`src/rtl/fsw_pkg.sv`:
```
package fsw_pkg;
  typedef enum logic [1:0] {
    RD_PLAIN  = 2'd0,
    RD_STATUS = 2'd1,
    RD_SETTLE = 2'd2
  } rd_kind_e;
endpackage

```
`src/rtl/fsw_op_track.sv`:
```
module fsw_op_track (
  input  logic clk,
  input  logic rst_n,
  input  logic op_busy,
  input  logic op_is_erase,
  input  logic prog_msb,
  input  logic settle_take,
  output logic active_q,
  output logic erase_q,
  output logic tgt_q,
  output logic settle_q,
  output logic op_start,
  output logic op_done
);
  assign op_start = op_busy && !active_q;
  assign op_done  = !op_busy && active_q;

  always_ff @(posedge clk) begin
    if (!rst_n) begin
      active_q <= 1'b0;
      erase_q  <= 1'b0;
      tgt_q    <= 1'b0;
      settle_q <= 1'b0;
    end else begin
      active_q <= op_busy;
      if (op_start) begin
        erase_q  <= op_is_erase;
        tgt_q    <= prog_msb;
        settle_q <= 1'b0;
      end else if (op_done) begin
        settle_q <= 1'b1;
      end else if (settle_take) begin
        settle_q <= 1'b0;
      end
    end
  end

  a_r8_settle_arm: assert property (@(posedge clk) disable iff (!rst_n)
    op_done |=> settle_q);
  a_r12_start_cancels: assert property (@(posedge clk) disable iff (!rst_n)
    op_start |=> !settle_q);
  a_r11_kind_stable: assert property (@(posedge clk) disable iff (!rst_n)
    (active_q && op_busy) |=> ($stable(erase_q) && $stable(tgt_q)));
endmodule

```
`src/rtl/fsw_toggle.sv`:
```
module fsw_toggle (
  input  logic clk,
  input  logic rst_n,
  input  logic clear,
  input  logic advance,
  output logic tog_q
);
  always_ff @(posedge clk) begin
    if (!rst_n)       tog_q <= 1'b0;
    else if (clear)   tog_q <= 1'b0;
    else if (advance) tog_q <= !tog_q;
  end

  a_r6_clear: assert property (@(posedge clk) disable iff (!rst_n)
    clear |=> !tog_q);
  a_r6_flip: assert property (@(posedge clk) disable iff (!rst_n)
    (advance && !clear) |=> (tog_q != $past(tog_q)));
  a_r6_hold: assert property (@(posedge clk) disable iff (!rst_n)
    (!advance && !clear) |=> $stable(tog_q));
endmodule

```
`src/rtl/fsw_out_mux.sv`:
```
module fsw_out_mux
  import fsw_pkg::*;
#(
  parameter int DATA_W = 8,
  parameter logic [DATA_W-3:0] FILL = 6'b101010
) (
  input  logic              clk,
  input  logic              rst_n,
  input  logic              rd_req,
  input  rd_kind_e          rd_kind,
  input  logic              erase_q,
  input  logic              tgt_q,
  input  logic              tog_q,
  input  logic              addr_ok,
  input  logic [DATA_W-1:0] array_byte,
  output logic [DATA_W-1:0] rd_byte,
  output logic              rd_ack
);
  localparam int MSB = DATA_W - 1;
  localparam int TGL = DATA_W - 2;

  function automatic logic [DATA_W-1:0] build_byte(
    input rd_kind_e          kind,
    input logic              ers,
    input logic              tgt,
    input logic              tog,
    input logic              in_range,
    input logic [DATA_W-1:0] stored
  );
    logic [DATA_W-1:0] b;
    b = stored;
    case (kind)
      RD_STATUS: begin
        b[TGL] = tog;
        if (in_range) b[MSB] = ers ? 1'b0 : !tgt;
      end
      RD_SETTLE: b[TGL-1:0] = FILL;
      default:   b = stored;
    endcase
    return b;
  endfunction

  logic [DATA_W-1:0] next_byte;
  assign next_byte = build_byte(rd_kind, erase_q, tgt_q, tog_q, addr_ok, array_byte);

  always_ff @(posedge clk) begin
    if (!rst_n) begin
      rd_byte <= '0;
      rd_ack  <= 1'b0;
    end else begin
      rd_ack <= rd_req;
      if (rd_req) rd_byte <= next_byte;
    end
  end

  a_r2_ack: assert property (@(posedge clk) disable iff (!rst_n)
    rd_req |=> rd_ack);
  a_r2_noack: assert property (@(posedge clk) disable iff (!rst_n)
    !rd_req |=> (!rd_ack && $stable(rd_byte)));
endmodule

```
`src/rtl/fsw_status_top.sv`:
```
module fsw_status_top
  import fsw_pkg::*;
#(
  parameter int DATA_W = 8,
  parameter logic [DATA_W-3:0] SETTLE_FILL = 6'b101010
) (
  input  logic              clk,
  input  logic              rst_n,
  input  logic              op_busy,
  input  logic              op_is_erase,
  input  logic              prog_msb,
  input  logic              rd_req,
  input  logic              addr_ok,
  input  logic [DATA_W-1:0] array_byte,
  output logic [DATA_W-1:0] rd_byte,
  output logic              rd_ack
);
  localparam int MSB = DATA_W - 1;
  localparam int TGL = DATA_W - 2;

  logic active_q, erase_q, tgt_q, settle_q, op_start, op_done, tog_q;
  logic status_rd, settle_rd;
  rd_kind_e rd_kind;

  assign status_rd = rd_req && active_q;
  assign settle_rd = rd_req && !active_q && settle_q;
  assign rd_kind   = active_q ? RD_STATUS : (settle_q ? RD_SETTLE : RD_PLAIN);

  fsw_op_track u_track (
    .clk(clk), .rst_n(rst_n), .op_busy(op_busy), .op_is_erase(op_is_erase),
    .prog_msb(prog_msb), .settle_take(settle_rd), .active_q(active_q),
    .erase_q(erase_q), .tgt_q(tgt_q), .settle_q(settle_q),
    .op_start(op_start), .op_done(op_done)
  );

  fsw_toggle u_toggle (
    .clk(clk), .rst_n(rst_n), .clear(op_start), .advance(status_rd), .tog_q(tog_q)
  );

  fsw_out_mux #(.DATA_W(DATA_W), .FILL(SETTLE_FILL)) u_mux (
    .clk(clk), .rst_n(rst_n), .rd_req(rd_req), .rd_kind(rd_kind),
    .erase_q(erase_q), .tgt_q(tgt_q), .tog_q(tog_q), .addr_ok(addr_ok),
    .array_byte(array_byte), .rd_byte(rd_byte), .rd_ack(rd_ack)
  );

  a_r4_prog_poll: assert property (@(posedge clk) disable iff (!rst_n)
    (status_rd && !erase_q && addr_ok) |=> (rd_byte[MSB] == !$past(tgt_q)));
  a_r5_erase_poll: assert property (@(posedge clk) disable iff (!rst_n)
    (status_rd && erase_q && addr_ok) |=> !rd_byte[MSB]);
  a_r6_flag_out: assert property (@(posedge clk) disable iff (!rst_n)
    status_rd |=> (rd_byte[TGL] == $past(tog_q)));
  a_r10_done_read: assert property (@(posedge clk) disable iff (!rst_n)
    (rd_req && op_done) |=> settle_q);
  a_r8_settle_fill: assert property (@(posedge clk) disable iff (!rst_n)
    settle_rd |=> (rd_byte[TGL-1:0] == SETTLE_FILL));
endmodule

```
`config.mk`:
```
export PLATFORM = sky130hd
export DESIGN_NAME = fsw_status_top
export DESIGN_NICKNAME = d
export VERILOG_FILES = /design/src/rtl/fsw_pkg.sv /design/src/rtl/fsw_op_track.sv /design/src/rtl/fsw_toggle.sv /design/src/rtl/fsw_out_mux.sv /design/src/rtl/fsw_status_top.sv
export SDC_FILE = /design/constraint.sdc
export NUM_CORES = 1
export LEC_CHECK = 0
export ABC_AREA = 1
export BUFFER_PORTS_ARGS = -buffer_cell sky130_fd_sc_hd__buf_2
export CAP_MARGIN = 10
export CORE_AREA = 2 2 39 41
export CTS_BUF_LIST = sky130_fd_sc_hd__clkbuf_4 sky130_fd_sc_hd__clkbuf_8
export DETAILED_ROUTE_END_ITERATION = 6
export DIE_AREA = 0 0 41 43
export PLACE_DENSITY = 0.7
export SLEW_MARGIN = 20
export SYNTH_ARGS = -nofsm -noshare
export SYNTH_HDL_FRONTEND = slang
export SYNTH_SLANG_ARGS = --single-unit
```
`constraint.sdc`:
```
create_clock -name clk -period 0.8 [get_ports clk]
set_input_delay 0.04 -clock clk [delete_from_list [all_inputs] [get_ports clk]]
set_output_delay 0.04 -clock clk [all_outputs]
set_load 0.01 [all_outputs]
```
==> metrics.yaml, run 1 <==
synth:
  yosysSeqAreaShare_pct: 51.5
  synth_top_area_cell: "dfxtp_1"
  syn_area_per_cell_um2: 7.16
  yosys-top-cells-area: "dfxtp_1 (51%), nor2_1 (11%), nand2_1 (9.7%)"
  synthesis.area_um2: 544
  synth_ff_type: "dfxtp_1"
  synth_top_area_share_pct: 51.5
  synth_warnings: 0
  synth-seq-cells: 14
  yosysMostFrequentCell: "nor2_1"
  netlist_top_cells_count: "nor2_1 (16), dfxtp_1 (14), nand2_1 (14), inv_1 (10)"
  syn_nets: 91
  synth-edff-count: 0
  netlist_instances: 76
  synth_cell_type_count: 11
  synthArstFlopShare_pct: 0
pwr:
  totalPowerFinal_w: 0.00154
  leakagePower_nw: 0.431
  power_density_nw_per_um2: 1800
  max-vdd-ir-drop_mv: 1.08
placed_design:
  dp_hpwl_um: 848
  gp_congestion: 0.753
  io_buffer_count: 23
timing:
  setup-violations-final: 3
  fmax_mhz: 1150
  rsz0062_at_grt: "yes"
  skew_ns: 0.00869
  max-slew-margin-rel_pct: 86.4
  drv_slew: 0
  hold_viol_final: 0
  fin_crit_ns: 0.873
  tightest_slew_ns: 0.202
  fin_ws_ns: -0.0733
  period_share_pct: 109
route:
  drt_wl_total_um: 1370
  avgRoutedWirePerCell_um: 11.1
  detail_route.iter0.violations: 6
  vias_per_cell: 4.58
  drt_first_pass_iters: 4
  ant_nets: 0
  drc: 0
  vias: 568
layout:
  area_growth_pct: 57.7
  fill_cells: 121
  layout-drive-gt1-share_pct: 42.6
  diodes: 0
  fin_nets: 124
  fin_util_pct: 62.0
setup_path:
  slowest_stage: "dfxtp_4"
  startpoint: "u_track.active_q"
  critPathMaxStageDelay_ns: 0.41
  critPathKind: "reg -> reg"
  start_kind: "register"
  r2r_start: "u_track.active_q"
  ff2ff_path_depth: 6
  cp-end-kind: "register"
  crit_fanout: 7
  required_ns: 1.02
  critical_path_arrival_ns: 1.09
  crit_chain: "nand2_4 -> nand2_2 -> nand2_2 -> nor2_2 -> nor2_1 -> nor2_1"
global_routing:
  antenna_found_initial: 0
  grt_overflow_total: 0
  grt_pass1_vias: 498
  grt_max_degree: 14
  grtUsageTotal_pct: 17.4
  grt_pass1_wl_um: 2010
min_path:
  holdPathStages: 3
  hold_start: "array_byte[5]"
  hold_class: "in -> reg"
floorplanning:
  start_util_pct: 39.3
  die_area_um2: 1760
  fp.dieH_um: 43
  coreArea_um2: 1380
  rows: 14
  ioPinCount: 24
  die_w_um: 41
clock_network:
  clockRootBuffer: "clkbuf_4"
  clk_latency_ns: 0.29
  cts.clk_slew.worst_paths_ns: 0.09
  cts_buffer_depth: 2
  clock-sinks: 14
  htree_levels: 1
  cts_tree: "yes"
  cts_buffers: 3
outcome:
  violations: "setup timing"
  outcome: "complete, but fails checks"
run:
  max_cap_viol_count: 0
## sequential cells by signal (all words and copies together) (netlist names)
signal / flops
u_track.erase_q: 1
u_mux.rd_byte: 8
u_track.tgt_q: 1
u_mux.rd_ack: 1
u_track.active_q: 1
u_track.settle_q: 1
u_toggle.tog_q: 1
## what timing repair did
action                                  CTS  global route
hold buffers                              6             0
gates cloned                              0             0
pin swaps                                 0             3
endpoints found under the setup margin   10            18
resized for setup                         4            22
endpoints found under the hold margin     6             0
setup buffers                             0             0
## final cells by class
type / count / area [µm²] / area share, %
Multi-Input combinational cell: 49 / 249 / 29.0
Inverter: 11 / 41.3 / 4.81
Sequential cell: 14 / 292 / 34.0
Clock buffer: 4 / 36.3 / 4.23
Tap cell: 16 / 20.0 / 2.33
Timing Repair Buffer: 30 / 220 / 25.7
## logic make-up after synthesis
kind of cell / count (synthesis) / synth area share, %
AO/OA/AOI/OAI: 16 / 14.7
flip-flops: 14 / 51.5
AND/OR/NAND/NOR: 33 / 23.9
buffers and inverters: 13 / 9.88
## layer usage
metal | up-vias | wire, µm | global-route usage, %
li1 | 300 | - | -
met5 | - | 0 | 0
met1 | 251 | 612 | 22.2
met3 | 5 | 39 | 4.71
met2 | 12 | 675 | 23.1
met4 | 0 | 46 | 14.0
## worst paths after layout
check,end,slack [ns]
hold / removal,u_mux.rd_byte[5],0.03
setup / recovery,u_mux.rd_byte[7],-0.07
hold reg to reg,u_track.erase_q,0.52
setup reg to reg,u_mux.rd_byte[7],-0.07
## placed cells by master, fill, tap and decap left out
cell / n
inv_2: 2
a21oi_1: 7
buf_4: 1
nor2_1: 12
inv_1: 9
nand2_2: 2
dfxtp_2: 6
nor2_2: 3
o21ai_0: 8
dfxtp_1: 7
a21oi_2: 1
nand3b_1: 1
dlygate4sd3_1: 6
clkbuf_4: 3
buf_2: 17
nor2_4: 1
nand2_1: 10
dfxtp_4: 1
buf_6: 6
nand2_4: 2
clkbuf_8: 1
nor3_1: 2
## report_power, final
group          leakage [nW]  switching [W]  internal, W  total, W
logic                 0.292       0.000122     0.000132  0.000254
registers             0.118      0.0000301     0.000743  0.000773
clock network        0.0210       0.000240     0.000278  0.000517
## stage by stage
step	std cells	area (µm²)	TNS [ns]	worst slack, ns	hold WS (ns)
6_report	124	858	-0.131	-0.0733	0.0338
4_1_cts	124	782	-0.124	-0.0289	0.0188
2_1_floorplan	76	546	0	0.0297	0.133
3_3_place_gp	114	676	-0.0988	-0.0198	0.252
5_1_grt	124	858	-0.675	-0.134	0.0316
3_5_place_dp	114	676	-0.306	-0.0482	0.252
## critical path, delay by kind of cell (launching register included)
family	cells	cell delay [ns]
DFF	1	0.41
and+or+nand+nor	6	0.41
Power figures use the tool's default switching activity.
==> run 2, diff against run 1 <==
- CELL_PAD_IN_SITES_DETAIL_PLACEMENT: default -> 1
- CELL_PAD_IN_SITES_GLOBAL_PLACEMENT: default -> 2
- CORE_AREA: 2 2 39 41 -> default
- CORE_ASPECT_RATIO: default -> 0.7
- CORE_UTILIZATION: default -> 26
- DIE_AREA: 0 0 41 43 -> default
- PLACE_DENSITY: 0.7 -> 0.81
- SKIP_CTS_REPAIR_TIMING: default -> 1
- clock period: 0.8 -> 1.1 ns (I/O delays scaled with it)
==> run 2 against run 1 <==
The run ends with hold timing left. Worst hold slack got worse by 0.044 ns. Wire length decreased by 8.4%. Sequential share of layout area increased by 4.0 points. Critical path depth decreased by 2. Clock skew decreased by 0.0052 ns. Via count decreased by 6.9%. Count of clock-buffer cells in the layout unchanged. Largest cell class unchanged.
==> metrics.yaml, run 2 (synthesized netlist as in run 1, its figures left out) <==
setup_path:
  critical_path_arrival_ns: 1.18
  rrSetupSlack_ns: 0.14
  r2r_start: "u_track.active_q"
  required_ns: 1.32
  critPathKind: "reg -> reg"
  start_kind: "register"
  ff2ff_path_depth: 4
  cp-end-kind: "register"
  endpoint: "u_mux.rd_byte[2]"
  worstReg2RegEnd: "u_mux.rd_byte[2]"
  startpoint: "u_track.active_q"
  crit_fanout: 7
layout:
  fill_cells: 270
  largest-register: "u_mux.rd_byte"
  layout-drive-gt1-share_pct: 27.9
  final_common_cell: "buf_2"
  layout_common_cells: "buf_2 (23), nor2_1 (16), nand2_1 (14), dfxtp_1 (14), inv_1 (10)"
  fin_nets: 120
  largest_reg_flops: 8
  area_growth_pct: 35.6
  diodes: 0
timing:
  fin_crit_ns: 0.962
  rsz0062_at_grt: "no"
  tns_ns: 0
  hold_viol_final: 1
  drv_slew: 0
  tightest_slew_ns: 0.228
  fmax_mhz: 1040
  skew_ns: 0.00347
  max-slew-margin-rel_pct: 84.8
  period_share_pct: 87.5
  fin_hold_ws_ns: -0.0103
  setup-violations-final: 0
route:
  drt_wl_total_um: 1260
  vias: 529
  drc: 0
  detail_route.iter0.violations: 5
  ant_nets: 0
  drt_first_pass_iters: 3
  avgRoutedWirePerCell_um: 9.98
  vias_per_cell: 4.20
outcome:
  violations: "hold timing"
  outcome: "complete, but fails checks"
run:
  max_cap_viol_count: 0
floorplanning:
  start_util_pct: 28.4
  die_area_um2: 2280
  fp.dieH_um: 40.3
  coreArea_um2: 1920
  ioPinCount: 24
  die_w_um: 56.7
  rows: 13
clock_network:
  cts_buffers: 3
  cts_buffer_depth: 2
  clockRootBuffer: "clkbuf_4"
  clock-sinks: 14
  cts_tree: "yes"
  clk_latency_ns: 0.28
  htree_levels: 1
  cts.clk_slew.worst_paths_ns: 0.09
global_routing:
  grtUsageTotal_pct: 11.6
  grt_pass1_vias: 421
  antenna_found_initial: 0
  grt_max_degree: 14
  grt_pass1_wl_um: 1890
  grt_overflow_total: 0
placed_design:
  io_buffer_count: 23
  gp_congestion: 0.711
  dp_hpwl_um: 979
pwr:
  power_density_nw_per_um2: 1450
  max-vdd-ir-drop_mv: 0.600
  leakagePower_nw: 0.393
min_path:
  hold_class: "in -> reg"
run 2: worst max-delay path: stages (launching register included):
cell and delay, ns:
dfxtp_1 0.44, inv_1 0.07, nand2_1 0.19, nand2_1 0.08, a21oi_1 0.12
run 2: worst min-delay path by stage:
stage	cells after the start	slack, ns	from	end
2_1_floorplan	2	0.15	op_busy	u_track.active_q
3_3_place_gp	3	0.25	op_busy	u_track.active_q
3_5_place_dp	3	0.26	op_busy	u_track.active_q
4_1_cts	3	-0.05	op_busy	u_track.active_q
5_1_grt	3	0.002	array_byte[2]	u_mux.rd_byte[2]
6_report	3	-0.01	op_is_erase	u_track.erase_q
run 2: final cells by class:
class                           count  area [µm²]  share of cell area, %
Tap cell                           22        27.5                   3.73
Clock buffer                        4        36.3                   4.92
Sequential cell                    14         280                   38.0
Inverter                           11        41.3                   5.59
Multi-Input combinational cell     49         210                   28.5
Timing Repair Buffer               26         143                   19.3
run 2: where the power goes:
part | total (W) | internal [W] | switching, W
Sequential | 0.000554 | 0.000538 | 0.0000158
Combinational | 0.000140 | 0.0000645 | 0.0000752
Clock | 0.000374 | 0.000201 | 0.000172
Total | 0.00107 | 0.000804 | 0.000263
run 2: routing by layer:
layer,routed length [µm],vias up,GRT usage (%)
met3,36,0,5.81
li1,-,291,-
met5,0,-,0
met1,660,228,15.4
met2,561,10,16.4
met4,0,0,3.75
run 2: stage by stage:
stage          util [%]  worst slack (ns)  total power, W  instances  instance area [µm²]
6_report           38.5             0.138         0.00107        126                  738
5_1_grt            38.5            0.0139         0.00114        126                  738
4_1_cts            37.4             0.115         0.00109        124                  718
3_5_place_dp       35.5             0.139        0.000703        120                  682
3_3_place_gp       35.5             0.173        0.000699        120                  682
2_1_floorplan         -             0.274        0.000638         76                  544
